File: src/rtl/bp_pkg.sv
package bp_pkg;

   function automatic int weak_not_taken(input int ctr_bits);
      return (1 << (ctr_bits - 1)) - 1;
   endfunction

   function automatic int max_count(input int ctr_bits);
      return (1 << ctr_bits) - 1;
   endfunction

endpackage

File: src/rtl/bp_ghr.sv
module bp_ghr #(
   parameter int HIST_W = 2
) (
   input  logic              clk,
   input  logic              rst_n,
   input  logic              shift_en,
   input  logic              shift_bit,
   output logic [HIST_W-1:0] hist
);

   logic [HIST_W-1:0] hist_q;
   logic [HIST_W-1:0] hist_d;

   generate
      if (HIST_W == 1) begin : g_single
         assign hist_d = shift_bit;
      end else begin : g_multi
         assign hist_d = {hist_q[HIST_W-2:0], shift_bit};
      end
   endgenerate

   always_ff @(posedge clk) begin
      if (!rst_n)
         hist_q <= '0;
      else if (shift_en)
         hist_q <= hist_d;
   end

   assign hist = hist_q;

endmodule

File: src/rtl/bp_sat_step.sv
module bp_sat_step #(
   parameter int CTR_W = 2
) (
   input  logic [CTR_W-1:0] cur,
   input  logic             inc,
   output logic [CTR_W-1:0] nxt
);

   localparam logic [CTR_W-1:0] TOP = {CTR_W{1'b1}};

   always_comb begin
      if (inc)
         nxt = (cur == TOP) ? cur : cur + 1'b1;
      else
         nxt = (cur == '0) ? cur : cur - 1'b1;
   end

endmodule

File: src/rtl/bp_ctr_table.sv
module bp_ctr_table #(
   parameter int IDX_W  = 4,
   parameter int HIST_W = 2,
   parameter int CTR_W  = 2,
   localparam int SEL_W = IDX_W + HIST_W,
   localparam int N_ENT = 1 << SEL_W
) (
   input  logic              clk,
   input  logic              rst_n,
   input  logic [IDX_W-1:0]  rd_row,
   input  logic [HIST_W-1:0] rd_col,
   output logic [CTR_W-1:0]  rd_ctr,
   input  logic              wr_valid,
   input  logic [IDX_W-1:0]  wr_row,
   input  logic [HIST_W-1:0] wr_col,
   input  logic [CTR_W-1:0]  wr_val,
   output logic [CTR_W-1:0]  wr_old,
   output logic [N_ENT-1:0]  wr_sel
);

   localparam logic [CTR_W-1:0] RST_VAL = CTR_W'(bp_pkg::weak_not_taken(CTR_W));

   logic [CTR_W-1:0] ctr_q [N_ENT];
   logic [SEL_W-1:0] rd_sel;
   logic [SEL_W-1:0] wr_ptr;

   assign rd_sel = {rd_row, rd_col};
   assign wr_ptr = {wr_row, wr_col};
   assign rd_ctr = ctr_q[rd_sel];
   assign wr_old = ctr_q[wr_ptr];

   generate
      for (genvar e = 0; e < N_ENT; e++) begin : g_ent
         assign wr_sel[e] = wr_valid && (wr_ptr == SEL_W'(e));

         always_ff @(posedge clk) begin
            if (!rst_n)
               ctr_q[e] <= RST_VAL;
            else if (wr_sel[e])
               ctr_q[e] <= wr_val;
         end
      end
   endgenerate

endmodule

File: src/rtl/corr_bpred.sv
module corr_bpred #(
   parameter int ADDR_W   = 32,
   parameter int ADDR_LSB = 2,
   parameter int IDX_W    = 4,
   parameter int HIST_W   = 2,
   parameter int CTR_W    = 2
) (
   input  logic              clk,
   input  logic              rst_n,
   input  logic [ADDR_W-1:0] lk_addr,
   output logic              lk_taken,
   output logic [HIST_W-1:0] lk_hist,
   input  logic              up_valid,
   input  logic [ADDR_W-1:0] up_addr,
   input  logic              up_taken,
   input  logic [HIST_W-1:0] up_hist
);

   localparam int ROW_HI = ADDR_LSB + IDX_W - 1;
   localparam int N_ENT  = 1 << (IDX_W + HIST_W);

   generate
      if (HIST_W < 1 || HIST_W > 8)       begin : g_bad_hist $error("HIST_W out of range"); end
      if (CTR_W < 1 || CTR_W > 8)         begin : g_bad_ctr  $error("CTR_W out of range");  end
      if (IDX_W < 1 || IDX_W + HIST_W > 12) begin : g_bad_idx $error("table too large");   end
      if (ADDR_LSB < 1 || ROW_HI >= ADDR_W - 1) begin : g_bad_addr $error("row slice outside address"); end
   endgenerate

   logic [IDX_W-1:0]  lk_row;
   logic [IDX_W-1:0]  up_row;
   logic [CTR_W-1:0]  lk_ctr;
   logic [CTR_W-1:0]  wr_old;
   logic [CTR_W-1:0]  wr_new;
   logic [N_ENT-1:0]  wr_sel;
   logic [HIST_W-1:0] ghr;
   logic              unused_addr_bits;

   assign lk_row = lk_addr[ROW_HI:ADDR_LSB];
   assign up_row = up_addr[ROW_HI:ADDR_LSB];
   assign unused_addr_bits = ^{lk_addr[ADDR_W-1:ROW_HI+1], lk_addr[ADDR_LSB-1:0],
                               up_addr[ADDR_W-1:ROW_HI+1], up_addr[ADDR_LSB-1:0]};

   bp_ghr #(.HIST_W(HIST_W)) u_ghr (
      .clk      (clk),
      .rst_n    (rst_n),
      .shift_en (up_valid),
      .shift_bit(up_taken),
      .hist     (ghr)
   );

   bp_ctr_table #(.IDX_W(IDX_W), .HIST_W(HIST_W), .CTR_W(CTR_W)) u_tbl (
      .clk     (clk),
      .rst_n   (rst_n),
      .rd_row  (lk_row),
      .rd_col  (ghr),
      .rd_ctr  (lk_ctr),
      .wr_valid(up_valid),
      .wr_row  (up_row),
      .wr_col  (up_hist),
      .wr_val  (wr_new),
      .wr_old  (wr_old),
      .wr_sel  (wr_sel)
   );

   bp_sat_step #(.CTR_W(CTR_W)) u_step (
      .cur(wr_old),
      .inc(up_taken),
      .nxt(wr_new)
   );

   assign lk_taken = lk_ctr[CTR_W-1];
   assign lk_hist  = ghr;

endmodule

File: config.mk
export PLATFORM = sky130hd
export DESIGN_NAME = corr_bpred
export DESIGN_NICKNAME = d
export VERILOG_FILES = /design/src/rtl/bp_pkg.sv /design/src/rtl/bp_ghr.sv /design/src/rtl/bp_sat_step.sv /design/src/rtl/bp_ctr_table.sv /design/src/rtl/corr_bpred.sv
export SDC_FILE = /design/constraint.sdc
export NUM_CORES = 1
export LEC_CHECK = 0
export CELL_PAD_IN_SITES_DETAIL_PLACEMENT = 1
export CELL_PAD_IN_SITES_GLOBAL_PLACEMENT = 2
export CORE_MARGIN = 10
export CORE_UTILIZATION = 39
export DETAILED_ROUTE_END_ITERATION = 12
export PLACE_DENSITY = 0.8
export SETUP_SLACK_MARGIN = 0.15
export SYNTH_ARGS = -nofsm -noshare
export SYNTH_HDL_FRONTEND = slang
export SYNTH_SLANG_ARGS = --single-unit
export TNS_END_PERCENT = 10
File: constraint.sdc
create_clock -name clk -period 4.05 [get_ports clk]
set_input_delay 0.81 -clock clk [delete_from_list [all_inputs] [get_ports clk]]
set_output_delay 0.81 -clock clk [all_outputs]
set_load 0.03 [all_outputs]
[Word level (Yosys, flattened, before mapping)]
Memories as Yosys holds them, arrays and structs flattened.
Index checks and enable logic that the tools add are counted.
Cells by class
  eq/ne operators: 64
  bitwise operators: 64
  add/subtract/negate cells: 2
  shifts and indexed selects: 0
  multiplexer cells: 260
  multipliers: 0
  reduce and logical (&&, ||, !) cells: 66
  divide/modulo/power cells: 0
  magnitude comparators: 0
Operators with widths (count)
  $mux W1: 193
  $eq A6 B6 Y1 const B: 32
  $mux W2: 67
  $eq A6 B5 Y1 const B: 16
  $logic_and A1 B1 Y1: 64
  $or A1 B1 Y1: 64
  $eq A6 B4 Y1 const B: 8
  $eq A6 B3 Y1 const B: 4
  $eq A6 B2 Y1 const B: 2
  $eq A6 B1 Y1 const B: 1
  $logic_not A6 Y1: 1
  $add A2 B1 Y2 const B: 1
  $eq A2 B2 Y1 const B: 1
  $logic_not A2 Y1: 1
  $sub A2 B1 Y2 const B: 1
Word-level totals
  input bits: 70
  bits in latches: 0
  memories kept: 1
  flip-flop bits (word level): 2
  output and inout port bits: 3
  bits in writable memories: 128
  logic and storage cells: 458
  memory bits (read-only): 0
Memories
  u_tbl.ctr_q: depth 64, bits a word 2, rd ports 2, clocked after Yosys merged registers in 0, write ports 64, RTL line bp_ctr_table.sv:23  | logic [CTR_W-1:0] ctr_q [N_ENT];

[Depth between registers and ports, before layout]
  depth after elaboration: 6
  depth in mapped cells: 11
  depth with buffers taken out: 6

[Modules after synthesis]
Synthesis repeated with hierarchy kept, for this count alone.
Unflattened totals
  cells, all modules: 680
  area, all modules: 7452.1 µm²
By module, submodules not included
  bp_ctr_table: cells an instance 671, seq. area each 3843.7 µm², area each 7353.3 µm², times used 1
  bp_ghr: cells an instance 6, seq. area each 40.0 µm², area each 72.6 µm², times used 1
  bp_sat_step: cells an instance 3, seq. area each 0.0 µm², area each 26.3 µm², times used 1

[Least setup slack after synthesis]
OpenSTA, ideal clock, no wires.
  path kind: reg-to-output
  start: reg u_ghr.hist_q[0], in the netlist u_ghr.hist[0]
  end: out lk_taken
  required time: 3240 ps
  arrival time: 3091 ps
  cell stages (with the launch flop): 6
  setup slack: 149 ps
  path through: dfxtp_1 -> clkbuf_1 -> buf_1 -> mux4_2 -> mux4_2 -> mux4_2
On the way
  word-level cells in the longest chain between the ends: 1
RTL lines
  start: declaration: RTL line bp_ghr.sv:11  | logic [HIST_W-1:0] hist_q;
  start signal: assignment: RTL line bp_ghr.sv:26  | hist_q <= hist_d;
  $mem_v2 Z64 W2
  end: declaration: RTL line corr_bpred.sv:11  | output logic lk_taken,
No other way between the ends.

[Final worst setup path]
Same ends and word-level chain as after synthesis.

==> run summary <==
Layout area overhead: 13.23%
Critical Path Source Type: register
Seq cells post-synth: 130
Skew-Pair Late Insertion Delay: 430 ps
Hold Path Class: reg -> reg
clk sinks: 130
Worst path most repeated cell: mux4_2
Post-Place Cells: 757
Final Non-Filler Cells: 789
final layout net count: 621
antenna violations before repair: 0
Power, Total: 0.003310 W
largest net degree at the start of global routing: 50
commonest non-fill, non-tap cell in the layout: edfxtp_1
peak supply drop: 0.2568 mV
crit path time final: 3756 ps
fin worst setup slack: 293.5 ps
period utilization: 92.75%
post-synthesis cell type count: 32
vias in the first global route: 5307
delay-heaviest family, CP: multiplexers
Setup TNS: 0 ps
Final Hold Fails: 0
row count: 48
Post-CTS Setup Bufs: 0
Fillers: 1765
cts hold-fix bufs: 0
die area: 23730 um2
Post-Synthesis Cells: 560
root buffer cell: clkbuf_16
drc violations: 0
number of max-cap violations: 0
Worst Setup Path Type: reg -> out
Area contributors post-synth: edfxtp_1 (55%), mux4_2 (17%), o21ai_0 (4.6%)
# diodes: 0
drt first-iter violations: 773
CP max FO: 19
GRT overflow: 0
Slew HR: 30.18%
Die H: 154.1 um
dpl hpwl: 14390 um
Reg clk slew, reported paths: 50 ps
commonest cells after routing, fill and taps aside: edfxtp_1 (128), o21ai_0 (64), mux4_2 (53)
LEAKAGE: 2.190 nW
syn avg cell area: 12.51 um2
Port-buffer cells: 16
Routed Antenna Nets: 0
GRT Overall Usage: 18.65%
DR WL/cell: 27.77 um
Post-Syn Area: 7008 um2
pwr dens: 417.2 nW/um2
number of I/O pins: 73
Starting Density: 40.10%
via count: 5197
Setup-failing EPs final: 0
CP endpoint kind: output port
core area: 17480 um2
Slew Limit Fails: 0
register area share after synthesis: 55.42%
Slowest cell on crit path: mux4_2
share of cells above drive strength 1: 19.68%
Critical Path RT: 3240 ps
Worst path max stage delay: 610 ps
syn_nets: 630
pre-CTS setup slack: 135.5 ps
routability cong.: 0.8616
Max Clock Skew: 8.413 ps
WL final: 21910 um
TritonCTS clock tree: done
Yosys top cell area share: 54.85%
yosys synthesis warning count: 0
crit path DAT: 2950 ps
post-synth top area cell: edfxtp_1
Die W: 154.1 um
CTS max path bufs: 2
Fmax achieved: 266.2 MHz
Num CTS Buffers: 17
first-pass iteration count of the detailed router: 5
outcome: finished clean
RSZ-0062 raised after global routing: no
htree depth: 4
worst-margin pin slew: 1038 ps
crit-path cells: buf_12 -> mux4_2 -> mux4_2 -> mux4_2 -> dlygate4sd2_1
CP Buf/Inv Count: 2
routed vias/inst: 6.587
global-route wire length before repair: 33500 um
-- flip-flops by register name, indices dropped and copies added (netlist names) --
name         flops
u_ghr.hist       2
u_tbl.ctr_q    128
-- Yosys cell counts --
| master | count |
|---|---|
| edfxtp_1 | 128 |
| o21ai_0 | 64 |
| mux4_2 | 53 |
| clkbuf_1 | 44 |
| nor3_1 | 44 |
| nand3_1 | 42 |
| nor2_1 | 35 |
| nand2_1 | 30 |
| nor4_1 | 27 |
| nand4_1 | 17 |
| a22oi_1 | 16 |
| buf_2 | 13 |
| a21oi_1 | 6 |
| nand2b_1 | 6 |
| nor2b_1 | 5 |
| buf_1 | 4 |
| buf_6 | 4 |
| buf_4 | 3 |
| a211oi_1 | 2 |
| and2_1 | 2 |
| dfxtp_1 | 2 |
| inv_1 | 2 |
| mux2i_1 | 2 |
| and3_1 | 1 |
| and3b_1 | 1 |
| maj3_1 | 1 |
| maj3_2 | 1 |
| nand3b_1 | 1 |
| nor3b_1 | 1 |
| or2_2 | 1 |
| or3b_2 | 1 |
| or4_1 | 1 |
-- worst register-to-register path, delay by kind of cell (launching register included) --
family                     cells  cell delay [ps]
AOI/OAI and AO/OA              2              420
adders and majority gates      1              360
buffers and inverters          1              230
DFF                            1              390
muxes                          1              520
and+or+nand+nor                2              630
-- layout make-up --
cell class,instances,area [um2],share of cell area (%)
Clock buffer,25,485.5,6.118
Clock inverter,7,35.03,0.4415
Inverter,2,7.507,0.09461
Multi-Input combinational cell,360,2805,35.35
Sequential cell,130,3884,48.94
Tap cell,225,281.5,3.548
Timing Repair Buffer,40,436.7,5.503
-- through the flow --
step           util (%)  cell area (um2)  hold slack [ps]
2_1_floorplan         -             7009            957.3
3_3_place_gp      42.43             7416            740.8
3_5_place_dp      42.43             7416            739.2
4_1_cts           45.40             7935            749.1
5_1_grt           45.40             7935            773.7
6_report          45.40             7935            748.2
-- where the power goes --
part | internal (W) | total (W) | switching, W
combinational | 0.000143 | 0.000419 | 0.000276
sequential | 0.00150 | 0.00152 | 0.0000139
clock | 0.000821 | 0.00137 | 0.000554
total | 0.00247 | 0.00331 | 0.000843
-- path summary, 6_finish.rpt --
kind                                     from                         endpoint  slack, ps  cells after the start
max reg2reg  u_tbl.ctr_q[62][1]$_SDFFCE_PN0P_  u_tbl.ctr_q[0][0]$_SDFFCE_PN1P_       1180                      7
min                u_ghr.hist[0]$_SDFFE_PN0P_       u_ghr.hist[1]$_SDFFE_PN0P_        750                      3
min reg2reg        u_ghr.hist[0]$_SDFFE_PN0P_       u_ghr.hist[1]$_SDFFE_PN0P_        750                      3
max                u_ghr.hist[0]$_SDFFE_PN0P_                         lk_taken        290                      5
-- metal layers --
layer / wire length (um) / global-route usage [%] / up-vias
met5: 0 / 0 / -
met4: 530 / 6.973 / 0
met3: 1753 / 4.324 / 34
met2: 10760 / 29.95 / 246
met1: 8862 / 23.95 / 2712
li1: - / - / 2205
-- cells by family (layout without fill, tap and decap cells) --
group / Yosys count / count (layout) / synth area share, %
buffers and inverters: 70 / 74 / 4.571
adder cells (fa/ha/maj): 2 / 2 / 0.3035
AND/OR/NAND/NOR: 215 / 215 / 15.46
multiplexers: 55 / 55 / 17.32
flip-flops: 130 / 130 / 55.42
AO/OA/AOI/OAI: 88 / 88 / 6.927
-- what timing repair did --
| action | in CTS | in global routing |
|---|---|---|
| endpoints found under the hold margin | 0 | 0 |
| setup endpoints to repair | 1 | 0 |
| gates resized for setup | 1 | 0 |
Note: power is estimated with default switching activity, not from simulation.
